==> src/rtl/macro_seq_pkg.sv <==
`timescale 1ns/1ps
package macro_seq_pkg;
  localparam int INST_W    = 32;
  localparam int IMM_W     = 18;
  localparam int REG_IDX_W = 3;

  // Instruction word bit positions
  localparam int B_BR     = 0;
  localparam int B_NZ     = 1;
  localparam int B_ND     = 2;
  localparam int B_END    = 3;
  localparam int B_PAR    = 4;
  localparam int F_SRC_LO = 5;
  localparam int F_IMM_LO = F_SRC_LO + REG_IDX_W;
  localparam int F_TOP    = F_IMM_LO + IMM_W;

  typedef struct packed {
    logic                 is_br;
    logic                 test_nz;
    logic                 no_delay;
    logic                 end_f;
    logic                 use_par;
    logic [REG_IDX_W-1:0] src;
    logic [IMM_W-1:0]     imm;
  } inst_t;

  typedef enum logic [1:0] {
    ST_IDLE = 2'd0,
    ST_LOAD = 2'd1,
    ST_RUN  = 2'd2,
    ST_DONE = 2'd3
  } st_t;
endpackage

==> src/rtl/macro_seq_decode.sv <==
`timescale 1ns/1ps
module macro_seq_decode
  import macro_seq_pkg::*;
(
  input  logic [INST_W-1:0] word,
  output inst_t             fields
);
  logic unused_hi;

  always_comb begin
    fields.is_br    = word[B_BR];
    fields.test_nz  = word[B_NZ];
    fields.no_delay = word[B_ND];
    fields.end_f    = word[B_END];
    fields.use_par  = word[B_PAR];
    fields.src      = word[F_SRC_LO +: REG_IDX_W];
    fields.imm      = word[F_IMM_LO +: IMM_W];
  end

  assign unused_hi = ^word[INST_W-1:F_TOP];
endmodule

==> src/rtl/macro_seq_branch.sv <==
`timescale 1ns/1ps
module macro_seq_branch
  import macro_seq_pkg::*;
#(
  parameter int IP_W   = 12,
  parameter int DATA_W = 32
) (
  input  logic                 eval_en,
  input  logic [IP_W-1:0]      ip,
  input  inst_t                inst,
  input  logic [DATA_W-1:0]    src_val,
  output logic [REG_IDX_W-1:0] src_sel,
  output logic                 taken,
  output logic [IP_W-1:0]      target
);
  logic            is_zero;
  logic [IP_W-1:0] offs;

  assign src_sel = inst.src;
  // Register index 0 is hard-wired zero
  assign is_zero = (inst.src == '0) || (src_val == '0);
  assign taken   = eval_en && inst.is_br && (inst.test_nz ? !is_zero : is_zero);

  generate
    if (IP_W < IMM_W) begin : g_trunc
      logic unused_imm_hi;
      assign unused_imm_hi = ^inst.imm[IMM_W-1:IP_W];
      assign offs = inst.imm[IP_W-1:0];
    end else if (IP_W == IMM_W) begin : g_same
      assign offs = inst.imm;
    end else begin : g_ext
      assign offs = {{(IP_W-IMM_W){inst.imm[IMM_W-1]}}, inst.imm};
    end
  endgenerate

  assign target = ip + offs;
endmodule

==> src/rtl/macro_seq_param.sv <==
`timescale 1ns/1ps
module macro_seq_param #(
  parameter int DATA_W = 32
) (
  input  logic              want,
  input  logic              fifo_empty,
  input  logic [DATA_W-1:0] fifo_data,
  input  logic              input_closed,
  output logic              stall,
  output logic              pop,
  output logic [DATA_W-1:0] value
);
  assign stall = want && fifo_empty && !input_closed;
  assign pop   = want && !fifo_empty;
  assign value = fifo_empty ? '0 : fifo_data;
endmodule

==> src/rtl/macro_seq_core.sv <==
`timescale 1ns/1ps
module macro_seq_core
  import macro_seq_pkg::*;
#(
  parameter int IP_W   = 12,
  parameter int DATA_W = 32
) (
  input  logic                 clk,
  input  logic                 rst_n,
  input  logic                 start,
  output logic [IP_W-1:0]      imem_addr,
  input  logic [INST_W-1:0]    imem_rdata,
  output logic [REG_IDX_W-1:0] src_sel,
  input  logic [DATA_W-1:0]    src_val,
  input  logic                 fifo_empty,
  input  logic [DATA_W-1:0]    fifo_data,
  input  logic                 input_closed,
  output logic                 fifo_pop,
  output logic [DATA_W-1:0]    param_data,
  output logic                 r1_load,
  output logic                 exec_valid,
  output logic [IP_W-1:0]      exec_ip,
  output logic                 done
);
  localparam logic [IP_W-1:0] IP_ONE = IP_W'(1);

  st_t             st_q, st_d;
  logic [IP_W-1:0] ip_q, ip_d;
  logic            slot_q, slot_d;      // current instruction is a delay slot
  logic            sl_tk_q, sl_tk_d;    // branch owning the slot was taken
  logic [IP_W-1:0] sl_tgt_q, sl_tgt_d;  // its target
  logic            mute_q, mute_d;      // slot end flag suppressed
  logic            last_q, last_d;      // current instruction is the trailing one

  inst_t           cur;
  logic            in_run, in_load, want, stall, adv;
  logic            eval_en, br_taken, delayed, ctl_en;
  logic [IP_W-1:0] br_tgt, seq_ip, next_ip;

  macro_seq_decode u_dec (
    .word   (imem_rdata),
    .fields (cur)
  );

  assign in_run  = (st_q == ST_RUN);
  assign in_load = (st_q == ST_LOAD);
  assign want    = in_load || (in_run && cur.use_par);

  macro_seq_param #(.DATA_W(DATA_W)) u_par (
    .want         (want),
    .fifo_empty   (fifo_empty),
    .fifo_data    (fifo_data),
    .input_closed (input_closed),
    .stall        (stall),
    .pop          (fifo_pop),
    .value        (param_data)
  );

  assign adv     = !stall;
  assign eval_en = in_run && !slot_q && !last_q;

  macro_seq_branch #(.IP_W(IP_W), .DATA_W(DATA_W)) u_br (
    .eval_en (eval_en),
    .ip      (ip_q),
    .inst    (cur),
    .src_val (src_val),
    .src_sel (src_sel),
    .taken   (br_taken),
    .target  (br_tgt)
  );

  assign delayed = eval_en && cur.is_br && !cur.no_delay;
  assign seq_ip  = ip_q + IP_ONE;

  always_comb begin
    if (slot_q) begin
      next_ip = sl_tk_q ? sl_tgt_q : seq_ip;
    end else if (br_taken && !delayed) begin
      next_ip = br_tgt;
    end else begin
      next_ip = seq_ip;
    end
  end

  // Next-state logic
  always_comb begin
    st_d     = st_q;
    ip_d     = ip_q;
    slot_d   = slot_q;
    sl_tk_d  = sl_tk_q;
    sl_tgt_d = sl_tgt_q;
    mute_d   = mute_q;
    last_d   = last_q;
    unique case (st_q)
      ST_IDLE: begin
        if (start) begin
          st_d    = ST_LOAD;
          ip_d    = '0;
          slot_d  = 1'b0;
          sl_tk_d = 1'b0;
          mute_d  = 1'b0;
          last_d  = 1'b0;
        end
      end
      ST_LOAD: begin
        if (adv) st_d = ST_RUN;
      end
      ST_RUN: begin
        if (adv) begin
          if (last_q) begin
            st_d   = ST_DONE;
            last_d = 1'b0;
            slot_d = 1'b0;
            mute_d = 1'b0;
          end else begin
            ip_d     = next_ip;
            slot_d   = delayed;
            sl_tk_d  = br_taken;
            sl_tgt_d = br_tgt;
            mute_d   = delayed && cur.end_f;
            last_d   = cur.end_f && !delayed && !mute_q;
          end
        end
      end
      default: st_d = ST_IDLE;
    endcase
  end

  assign ctl_en = ((st_q == ST_IDLE) && start) || (in_run && adv);

  // State register
  always_ff @(posedge clk or negedge rst_n) begin
    if (!rst_n) begin
      st_q <= ST_IDLE;
    end else begin
      st_q <= st_d;
    end
  end

  // Control registers with explicit enable
  always_ff @(posedge clk or negedge rst_n) begin
    if (!rst_n) begin
      ip_q     <= '0;
      slot_q   <= 1'b0;
      sl_tk_q  <= 1'b0;
      sl_tgt_q <= '0;
      mute_q   <= 1'b0;
      last_q   <= 1'b0;
    end else if (ctl_en) begin
      ip_q     <= ip_d;
      slot_q   <= slot_d;
      sl_tk_q  <= sl_tk_d;
      sl_tgt_q <= sl_tgt_d;
      mute_q   <= mute_d;
      last_q   <= last_d;
    end
  end

  // Fetch: next address when retiring, same address while stalled
  always_comb begin
    if (in_run) begin
      imem_addr = adv ? next_ip : ip_q;
    end else begin
      imem_addr = '0;
    end
  end

  assign exec_valid = in_run && adv;
  assign r1_load    = in_load && adv;
  assign exec_ip    = ip_q;
  assign done       = (st_q == ST_DONE);
endmodule

==> config.mk <==
export PLATFORM = sky130hd
export DESIGN_NAME = macro_seq_core
export DESIGN_NICKNAME = d
export VERILOG_FILES = /design/src/rtl/macro_seq_pkg.sv /design/src/rtl/macro_seq_decode.sv /design/src/rtl/macro_seq_branch.sv /design/src/rtl/macro_seq_param.sv /design/src/rtl/macro_seq_core.sv
export SDC_FILE = /design/constraint.sdc
export NUM_CORES = 1
export LEC_CHECK = 0
export BUFFER_PORTS_ARGS = -buffer_cell sky130_fd_sc_hd__buf_4
export CORE_UTILIZATION = 42
export CTS_CLUSTER_DIAMETER = 150
export DETAILED_ROUTE_END_ITERATION = 7
export PLACE_DENSITY_LB_ADDON = 0.12
export RECOVER_POWER = 50
export SYNTH_ARGS = -nofsm -noshare
export SYNTH_HDL_FRONTEND = slang
export SYNTH_SLANG_ARGS = --single-unit
export TNS_END_PERCENT = 30
==> constraint.sdc <==
create_clock -name clk -period 2.8 [get_ports clk]
set_input_delay 0.28 -clock clk [delete_from_list [all_inputs] [get_ports clk]]
set_output_delay 0.28 -clock clk [all_outputs]
set_load 0.01 [all_outputs]
==> out/results.tsv, run 1 <==
metric	value	unit
status	complete, but fails checks	
violated checks	capacitance limit, slew limit, setup timing	
Sw Pwr	1710	uW
footprint of the multi-input gates	2320	um^2
# rows	30	
Critical Path Start Type	flip-flop	
routability congestion estimate	0.873	
initial antenna violation count	0	
CP Class	reg2out	
Post-DP Area	4490	um^2
fillers	618	
final WL	11.1	mm
Setup crit end kind	output pin	
Synth cell types	58	
Final Max Tran Viols	31	
CTS Root Cell	clkbuf_8	
Hold WC Path Type	in2reg	
die height	87.6	um
Arrival @ worst endpoint	2.52	ns
largest net degree at the start of global routing	36	
area leader, netlist	dfrtp_1	
count of state elements after synthesis	30	
final hold vios	0	
I/O pins	164	
vias	3841	
Worst Skew	0.00381	ns
Antenna Nets Post-Route	0	
CTS tree	yes	
H-tree levels	2	
post-layout min period	2.80	ns
setup TNS	-0.00458	ns
routed vias/inst	5.72	
fraction of layout cells with a size suffix above 1	37.0	%
Die W	87.6	um
final period utilization	100	%
RSZ-0062 raised after global routing	true	
Wirelength per Cell	16.5	um
Comb power frac	70.5	%
worst vdd ir	447	uV
clock network fraction of total power	9.0	%
Die ar.	7670	um^2
Slew HR	-9.12	%
Initial Util	44.3	%
Async SR Flop Fraction	100	%
Synth top area share	24.4	%
Synthesis Warnings	0	
Port Buf Inserts	151	
pwr/cell area	770	nW/um^2
# DRC	0	
final net count	693	
design area	4700	um^2
first-pass GRT wire length	16.9	mm
Synth Flop Type	dfrtp_1	
clk buf depth	2	
syn nets	516	
Ant. Diodes	0	
Syn Area/Cell	7.73	um^2
EDFF count, synth	0	
final worst slack	-0.00458	ns
1st-pass router iterations	5	
# clock sinks	30	
initial DRC count	293	
dominant cells by area after synthesis	dfrtp_1, nor2b_1, ha_1	
Seq. cell area	752	um^2
vias in the first global route	3604	
hpwl dp	8.55	mm
switching share of power	47.2	%
required time worst endpoint	2.52	ns
Layout area overhead	52.7	%
Skew-Pair Late Insertion Delay	0.27	ns
total gr overflow	0	
Post-Synthesis Cells	398	
Leakage	0.00224	uW
all-layer global routing usage	28.2	%
r2r setup slk	0.52	ns
Max Clk Rate	0.357	GHz
Max Cap Violations	1	
# setup viols final	1	
CTS buffer count	5	
internal power	1910	uW
Worst Path Max Fanout	4	
Slew @ Worst Pin	1.64	ns
Post-Syn Area	3080	um^2
Seq pwr share	20.5	%
Worst-path clk slew	0.06	ns
Seq/Total Area, Yosys	24.4	%
Core Area	6940	um^2
power by group through the flow:
stage          logic, uW  registers (uW)  clock network [uW]
2_1_floorplan       1330             786                   0
3_3_place_gp        2280             730                   0
3_5_place_dp        2330             733                   0
4_1_cts             2420             736                 330
5_1_grt             2790             756                 357
6_report            2550             740                 325
layout make-up:
type                       instances  area share, %
sequential                        30           16.0
tap                               96           2.56
timing repair buffer             193           29.0
clock buffer                       7           1.62
inverter                          17           1.36
multi-input combinational        328           49.5
state kept, by name, indices dropped and copies added (netlist names):
register and cells:
mute_q 1, exec_ip 12, sl_tgt_q 12, last_q 1, sl_tk_q 1, slot_q 1
st_q 2
final timing paths:
check	startpoint	to	cells after the start
setup reg to reg	st_q[0]	exec_ip[1]	9
max in group asynchronous	rst_n	exec_ip[1]	2
setup / recovery	st_q[0]	imem_addr[0]	8
hold / removal	imem_rdata[3]	mute_q	3
hold reg to reg	sl_tgt_q[5]	sl_tgt_q[5]	2
min in group asynchronous	rst_n	sl_tgt_q[10]	2
cell usage in the layout, fill, tap and decap left out, types with 10 or more instances in the layout:
cell type / netlist / layout
buf_4: 3 / 164
nand2_1: 40 / 40
nor2b_1: 37 / 36
dfrtp_1: 30 / 29
o21ai_0: 32 / 28
clkbuf_1: 15 / 28
nor2_1: 27 / 27
inv_1: 17 / 15
nand3_1: 16 / 14
ha_1: 16 / 12
nor4_1: 11 / 10
a21oi_1: 12 / 10
worst max-delay path, cell delays in order (launching register included):
cell and delay [ns]:
dfrtp_1 0.39, inv_2 0.08, ha_4 0.16, nand4_1 0.16, or4_4 0.45, and3_4 0.18
a211o_1 0.32, a311oi_2 0.33, buf_4 0.19
synth_stat cells (all sizes together), types with 7 or more instances:
cell	number
mux2i	9
xnor2	9
o21ai	33
nor2b	37
xor2	7
nand2b	7
nor3	12
nor4	11
nand3	16
a21oi	12
dfrtp	30
nand2	40
nor2	27
buf	8
inv	17
ha	16
clkbuf	15
and3	9
layer usage:
metal / vias to the layer above / global-route usage [%] / share of wire [%]
li1: 1815 / - / -
met1: 1839 / 38.4 / 43
met2: 166 / 47.2 / 50
met3: 21 / 4.15 / 5.9
met4: 0 / 6.56 / 1.7
met5: - / 0 / 0
timing repair:
action                                  in CTS  in global routing
endpoints found under the setup margin      12                 12
hold endpoints to repair                    30                  0
gates resized for setup                     21                 22
setup buffers                                1                  3
hold buffers                                 1                  0
pin swaps                                    4                 13
through the flow:
| stage | power (uW) | hold slack, ns | setup WS, ns | instances | util (%) |
|---|---|---|---|---|---|
| 6_report | 3620 | 0.246 | -0.00458 | 671 | 67.7 |
| 5_1_grt | 3900 | 0.273 | -0.135 | 671 | 67.7 |
| 4_1_cts | 3490 | 0.247 | 0.00497 | 668 | 67.4 |
| 3_5_place_dp | 3060 | 0.232 | 0.0295 | 659 | 64.7 |
| 3_3_place_gp | 3010 | 0.233 | 0.0821 | 659 | 64.7 |
| 2_1_floorplan | 2120 | -0.0156 | 0.0294 | 398 | - |
cells by family (layout without fill, tap and decap cells):
family | after synthesis | in the layout | synth area share (%)
fa+ha+maj | 17 | 17 | 7.16
simple gates | 181 | 181 | 30.8
flops | 30 | 30 | 24.4
compound gates | 100 | 100 | 22.5
mux | 14 | 14 | 4.76
buf+inv | 40 | 217 | 5.81
xor+xnor | 16 | 16 | 4.55
No activity file was read; power rests on OpenSTA's default activity.
==> run 2: changes to the inputs <==
--- a/config.mk
+++ b/config.mk
@@ -6,11 +6,13 @@
 export NUM_CORES = 1
 export LEC_CHECK = 0
 export BUFFER_PORTS_ARGS = -buffer_cell sky130_fd_sc_hd__buf_4
-export CORE_UTILIZATION = 42
+export CORE_ASPECT_RATIO = 0.7
+export CORE_UTILIZATION = 35
 export CTS_CLUSTER_DIAMETER = 150
 export DETAILED_ROUTE_END_ITERATION = 7
 export PLACE_DENSITY_LB_ADDON = 0.12
 export RECOVER_POWER = 50
+export SETUP_SLACK_MARGIN = 0.02
 export SYNTH_ARGS = -nofsm -noshare
 export SYNTH_HDL_FRONTEND = slang
 export SYNTH_SLANG_ARGS = --single-unit
==> run 2 against run 1 <==
Against the previous run:
- the flow still finishes with violations (capacitance limit, slew limit, setup timing)
- flip-flop and latch count did not move
- clock power rose by 73%
- first-iteration DRC count fell by 13%
- critical endpoint is now imem_addr[8]
- via count fell by 2.3%
- cell count rose by 4.2%
- setup slack got worse by 0.046 ns
- total power rose by 7.6%
- sequential share of layout area fell by 0.40 points
==> out/results.tsv, run 2 (synthesis results as in run 1) <==
metric	value	unit
status	complete, but fails checks	
violated checks	capacitance limit, slew limit, setup timing	
Skew-Pair Late Insertion Delay	0.28	ns
CTS buffer count	5	
Placed Cells incl. Taps	686	
hpwl dp	8.92	mm
Hold WC Path Type	in2reg	
I/O pins	164	
hold wc startpoint	imem_rdata[3]	
RSZ-0062 raised after global routing	true	
CP top delay family	adder cells	
worst hold stages	3	
Max stage delay on crit path	0.42	ns
Ant. Diodes	0	
CTS tree	yes	
final hold vios	0	
Finished Core Util	56.8	%
CP Buf/Inv Count	3	
most frequent cells in the layout	buf_4, nand2_1, nor2b_1, o21ai_0, dfrtp_1	
Worst Skew	0.00263	ns
initial antenna violation count	0	
# clock sinks	30	
Reg-to-Reg Start	exec_ip[5]	
worst reg2reg path endpoint	exec_ip[10]	
required time worst endpoint	2.52	ns
H-tree levels	2	
Initial Util	36.3	%
Core Area	8480	um^2
Arrival @ worst endpoint	2.57	ns
most common cell after layout, fill and taps aside	buf_4	
Die W	114	um
Slew @ Worst Pin	1.84	ns
Leakage	0.00228	uW
routed vias/inst	5.37	
Wirelength per Cell	16.6	um
Antenna Nets Post-Route	0	
Slew HR	-22.7	%
post-layout min period	2.85	ns
crit path cell chain	ha_2, inv_2, fa_2, nor2b_4, o2111ai_4, nand3_2, buf_6, a21o_1, nand3_2, a311oi_2, buf_4	
largest net degree at the start of global routing	34	
Critical Path Most Common Cell	nand3_2	
routability congestion estimate	0.952	
final net count	696	
Worst Path Max Fanout	3	
final instance count without filler cells	699	
Layout area overhead	56.6	%
final worst slack	-0.0502	ns
pwr/cell area	807	nW/um^2
CP Class	reg2out	
all-layer global routing usage	24.4	%
final WL	11.6	mm
Critical Path Start Type	flip-flop	
worst vdd ir	412	uV
# setup viols final	2	
vias	3752	
Place WS	-0.0222	ns
R2R depth	8	
total gr overflow	0	
final period utilization	102	%
Port Buf Inserts	151	
Die ar.	9180	um^2
1st-pass router iterations	5	
vias in the first global route	3389	
Setup crit end kind	output pin	
Worst-path clk slew	0.05	ns
Worst Hold End	mute_q	
die height	80.4	um
first-pass GRT wire length	17.4	mm
CTS Root Cell	clkbuf_16	
initial DRC count	254	
fraction of layout cells with a size suffix above 1	37.1	%
# rows	28	
CP max stage cell	fa_2	
# DRC	0	
setup TNS	-0.0969	ns
r2r setup slk	0.40	ns
Final Max Tran Viols	31	
Crit. Startpoint	exec_ip[0]	
Max Cap Violations	1	
Max Clk Rate	0.351	GHz
fillers	856	
clk buf depth	2	
-- run 2: worst max path at each step --
stage                          endpoint  slack [ns]  cells after the start
after floorplan            imem_addr[5]        0.03                     10
after global placement     imem_addr[0]      -0.007                      8
after detailed placement   imem_addr[0]       -0.02                      8
after CTS                 imem_addr[10]       -0.04                     11
after global routing       imem_addr[8]       -0.16                     11
final                      imem_addr[8]       -0.05                     11
-- run 2: worst register-to-register path: cells and delay by family (launching register included) --
family          cells  cell delay [ns]
compound gates      3             0.94
simple gates        3             0.42
flops               1             0.39
fa+ha+maj           1             0.36
buf+inv             1             0.17
-- run 2: power by group --
group / internal (uW) / switching (uW)
Clock: 352 / 208
Sequential: 611 / 129
Combinational: 1140 / 1460
Total: 2100 / 1790
-- run 2: layout make-up --
type                       count  area, um^2  share of cell area, %
clock buffer                   7         143                   2.96
timing repair buffer         196        1380                   28.6
tap                          120         150                   3.12
clock inverter                 1        5.00                  0.104
multi-input combinational    328        2330                   48.3
inverter                      17        63.8                   1.32
sequential                    30         752                   15.6
-- run 2: routing by layer --
| metal | GRT usage (%) | wire (um) | vias up |
|---|---|---|---|
| met5 | 0 | 0 | - |
| met4 | 3.64 | 84 | 0 |
| met3 | 4.15 | 668 | 10 |
| met2 | 36.5 | 5180 | 133 |
| met1 | 36.8 | 5650 | 1789 |
| li1 | - | - | 1820 |
-- run 2: what timing repair did --
item                                    4_1_cts  5_1_grt
hold endpoints to repair                     30        0
hold buffers                                  1        0
buffers inserted                              2        3
pin swaps                                     4        8
endpoints found under the setup margin       12       12
gates resized for setup                      19       22
-- run 2: metrics by stage --
stage / area (um^2) / hold slack, ns / total power (uW)
final: 4820 / 0.243 / 3890
after floorplan: 3080 / -0.0156 / 2120
after detailed placement: 4550 / 0.247 / 3100
after global routing: 4820 / 0.273 / 4180
after CTS: 4800 / 0.248 / 3760
after global placement: 4550 / 0.234 / 3050
==> run 3: changes to the inputs <==
--- a/config.mk
+++ b/config.mk
@@ -5,9 +5,12 @@
 export SDC_FILE = /design/constraint.sdc
 export NUM_CORES = 1
 export LEC_CHECK = 0
+export ABC_AREA = 1
 export BUFFER_PORTS_ARGS = -buffer_cell sky130_fd_sc_hd__buf_4
+export CELL_PAD_IN_SITES_DETAIL_PLACEMENT = 1
+export CELL_PAD_IN_SITES_GLOBAL_PLACEMENT = 2
 export CORE_ASPECT_RATIO = 0.7
-export CORE_UTILIZATION = 35
+export CORE_UTILIZATION = 21
 export CTS_CLUSTER_DIAMETER = 150
 export DETAILED_ROUTE_END_ITERATION = 7
 export PLACE_DENSITY_LB_ADDON = 0.12
==> run 3 against run 2 <==
Against the previous run:
- the flow finishes with violations (capacitance limit, slew limit)
- total power increased by 17%
- hold slack improved by 0.0075 ns
- setup slack improved by 0.21 ns
- clock-buffer cell count is 2 lower
- clock skew is 0.0017 ns higher
- register-to-register slack improved by 0.38 ns
- cell count is 26% higher
- via count grew 2.9%
- sequential share of layout area hardly changed
- non-clock buffer count is 24 lower
- fmax rose by 8.2%
==> out/results.tsv, run 3 <==
metric	value	unit
fraction of layout cells with a size suffix above 1	30.2	%
Post-Syn Area	3280	um^2
Worst Skew	0.00436	ns
H-tree levels	2	
final hold vios	0	
Synth Area in XOR/XNOR	4.27	%
Syn Area/Cell	6.26	um^2
routability congestion estimate	0.794	
CTS Root Cell	clkbuf_16	
required time worst endpoint	2.52	ns
CP Buf/Inv Count	5	
CTS buffer count	5	
die height	107	um
initial antenna violation count	0	
Port Buf Inserts	151	
Core Area	15000	um^2
Max Clk Rate	0.379	GHz
pwr/cell area	948	nW/um^2
Skew-Pair Late Insertion Delay	0.29	ns
Synth Flop Type	dfrtp_1	
fillers	1919	
Layout area overhead	46.9	%
post-layout min period	2.64	ns
worst vdd ir	247	uV
status	complete, but fails checks	
I/O pins	164	
Ant. Diodes	0	
syn nets	642	
most common cell in the synthesized netlist	nand2_1	
Leakage	0.00273	uW
Post-synth top cells	nand2_1, inv_1, nor2_1	
Synth top area share	22.9	%
crit path cell chain	inv_1, ha_2, inv_2, nor2_4, nand3_1, inv_2, nand2_4, nor2_8, buf_4, nand3_2, nand3_2, nand3_1, nand2_1, buf_4	
CP top delay family	simple AND/OR/NAND/NOR gates	
design area	4820	um^2
# rows	37	
Hold WC Path Type	in2reg	
RSZ-0062 raised after global routing	true	
setup TNS	0	ns
Worst Path Max Fanout	8	
Synth Area in Simple Gates	42.4	%
Async SR Flop Fraction	100	%
# DRC	0	
# setup viols final	0	
final WL	13.1	mm
CP Class	reg2out	
Die W	151	um
Final Max Tran Viols	31	
Compound-Gate Fraction of Synth Area	8.28	%
Antenna Nets Post-Route	0	
first-pass GRT wire length	20.4	mm
Setup crit end kind	output pin	
# clock sinks	30	
total gr overflow	0	
EDFF count, synth	0	
hpwl dp	10.2	mm
most frequent cells in the layout	nand2_1, buf_4, inv_1, nor2_1, nand3_1	
Wirelength per Cell	14.9	um
Die ar.	16100	um^2
1st-pass router iterations	4	
initial DRC count	146	
Critical Path Start Type	flip-flop	
largest family of logic cells by synthesized area	simple AND/OR/NAND/NOR gates	
Seq/Total Area, Yosys	22.9	%
Slew @ Worst Pin	1.86	ns
routed vias/inst	4.39	
all-layer global routing usage	16.5	%
Synthesis Warnings	0	
clk buf depth	2	
Initial Util	21.9	%
most common cell after layout, fill and taps aside	nand2_1	
Max stage delay on crit path	0.42	ns
Slew HR	-24.1	%
violated checks	capacitance limit, slew limit	
post-synthesis mux area share	0	%
Post-DP Area	4640	um^2
Arrival @ worst endpoint	2.36	ns
dominant cells by area after synthesis	dfrtp_1, nand2_1, inv_1	
Worst-path clk slew	0.06	ns
Max Cap Violations	1	
CTS tree	yes	
Synth cell types	40	
vias	3861	
CP max stage cell	dfrtp_1	
count of state elements after synthesis	30	
vias in the first global route	3964	
area leader, netlist	dfrtp_1	
adder-cell share of the synthesized area	6.71	%
final net count	802	
final period utilization	94.1	%
Post-Synthesis Cells	524	
largest net degree at the start of global routing	35	
[run 3: changes by cell type in the layout (fill, tap and decap cells not counted), moves of 27 or more]
cell,delta
nand2_1,+110
nand3_1,+27
buf_4,-28
nor2_1,+30
inv_1,+78
nor2b_1,-36
[run 3: routing by layer]
| metal | track usage (%) | up-vias | share of wire, % |
|---|---|---|---|
| met4 | 1.93 | 0 | 0.97 |
| met1 | 22.4 | 1800 | 48 |
| met2 | 27.5 | 119 | 44 |
| li1 | - | 1927 | - |
| met5 | 0 | - | 0 |
| met3 | 3.53 | 15 | 6.4 |
[run 3: tightest hold or removal path: stages]
cell	delay, ns
buf_4	0.09
nand3_1	0.06
o21ai_0	0.07
[run 3: area by class of cell]
type | instances | area [um^2] | share of cell area [%]
Tap cell | 195 | 244 | 5.06
Multi-Input combinational cell | 375 | 2110 | 43.7
Clock buffer | 5 | 125 | 2.60
Inverter | 100 | 375 | 7.79
Clock inverter | 3 | 40.0 | 0.831
Sequential cell | 30 | 751 | 15.6
Timing Repair Buffer | 172 | 1180 | 24.4
[run 3: worst paths after layout]
| kind | from | endpoint | slack (ns) | cells past startpoint |
|---|---|---|---|---|
| setup / recovery | st_q[0] | imem_addr[7] | 0.16 | 14 |
| hold / removal | imem_rdata[3] | mute_q | 0.25 | 3 |
| setup reg to reg | st_q[0] | exec_ip[9] | 0.78 | 13 |
| hold reg to reg | sl_tgt_q[9] | sl_tgt_q[9] | 0.49 | 2 |
| max in group asynchronous | rst_n | st_q[1] | 0.68 | 2 |
| min in group asynchronous | rst_n | exec_ip[1] | 1.05 | 2 |
[run 3: stage by stage]
| step | cells | hold WS (ns) | setup WS (ns) | util, % | power [uW] |
|---|---|---|---|---|---|
| 2_1_floorplan | 524 | -0.0156 | 0.524 | - | 2680 |
| 3_3_place_gp | 865 | 0.259 | 0.302 | 31.0 | 3810 |
| 3_5_place_dp | 865 | 0.256 | 0.240 | 31.0 | 3850 |
| 4_1_cts | 874 | 0.247 | 0.00684 | 32.3 | 4530 |
| 5_1_grt | 880 | 0.283 | -0.00201 | 32.2 | 5020 |
| 6_report | 880 | 0.250 | 0.165 | 32.2 | 4570 |
[run 3: cell families after synthesis]
group | Yosys count
AOI/OAI and AO/OA | 47
xor gates and xnor gates | 16
adders and majority gates | 17
buffers and inverters | 120
DFF | 30
and+or+nand+nor | 294
[run 3: timing repair]
action,in CTS,in global routing
buffers inserted,0,5
endpoints found under the setup margin,12,12
gates resized for setup,1,16
endpoints found under the hold margin,30,0
pin swaps,0,4
cloned,0,1
hold buffers,1,0
[run 3: power breakdown]
group	switching, uW	total, uW	internal (uW)
clock	223	640	417
combinational	1940	3120	1180
sequential	167	809	643
total	2330	4570	2240
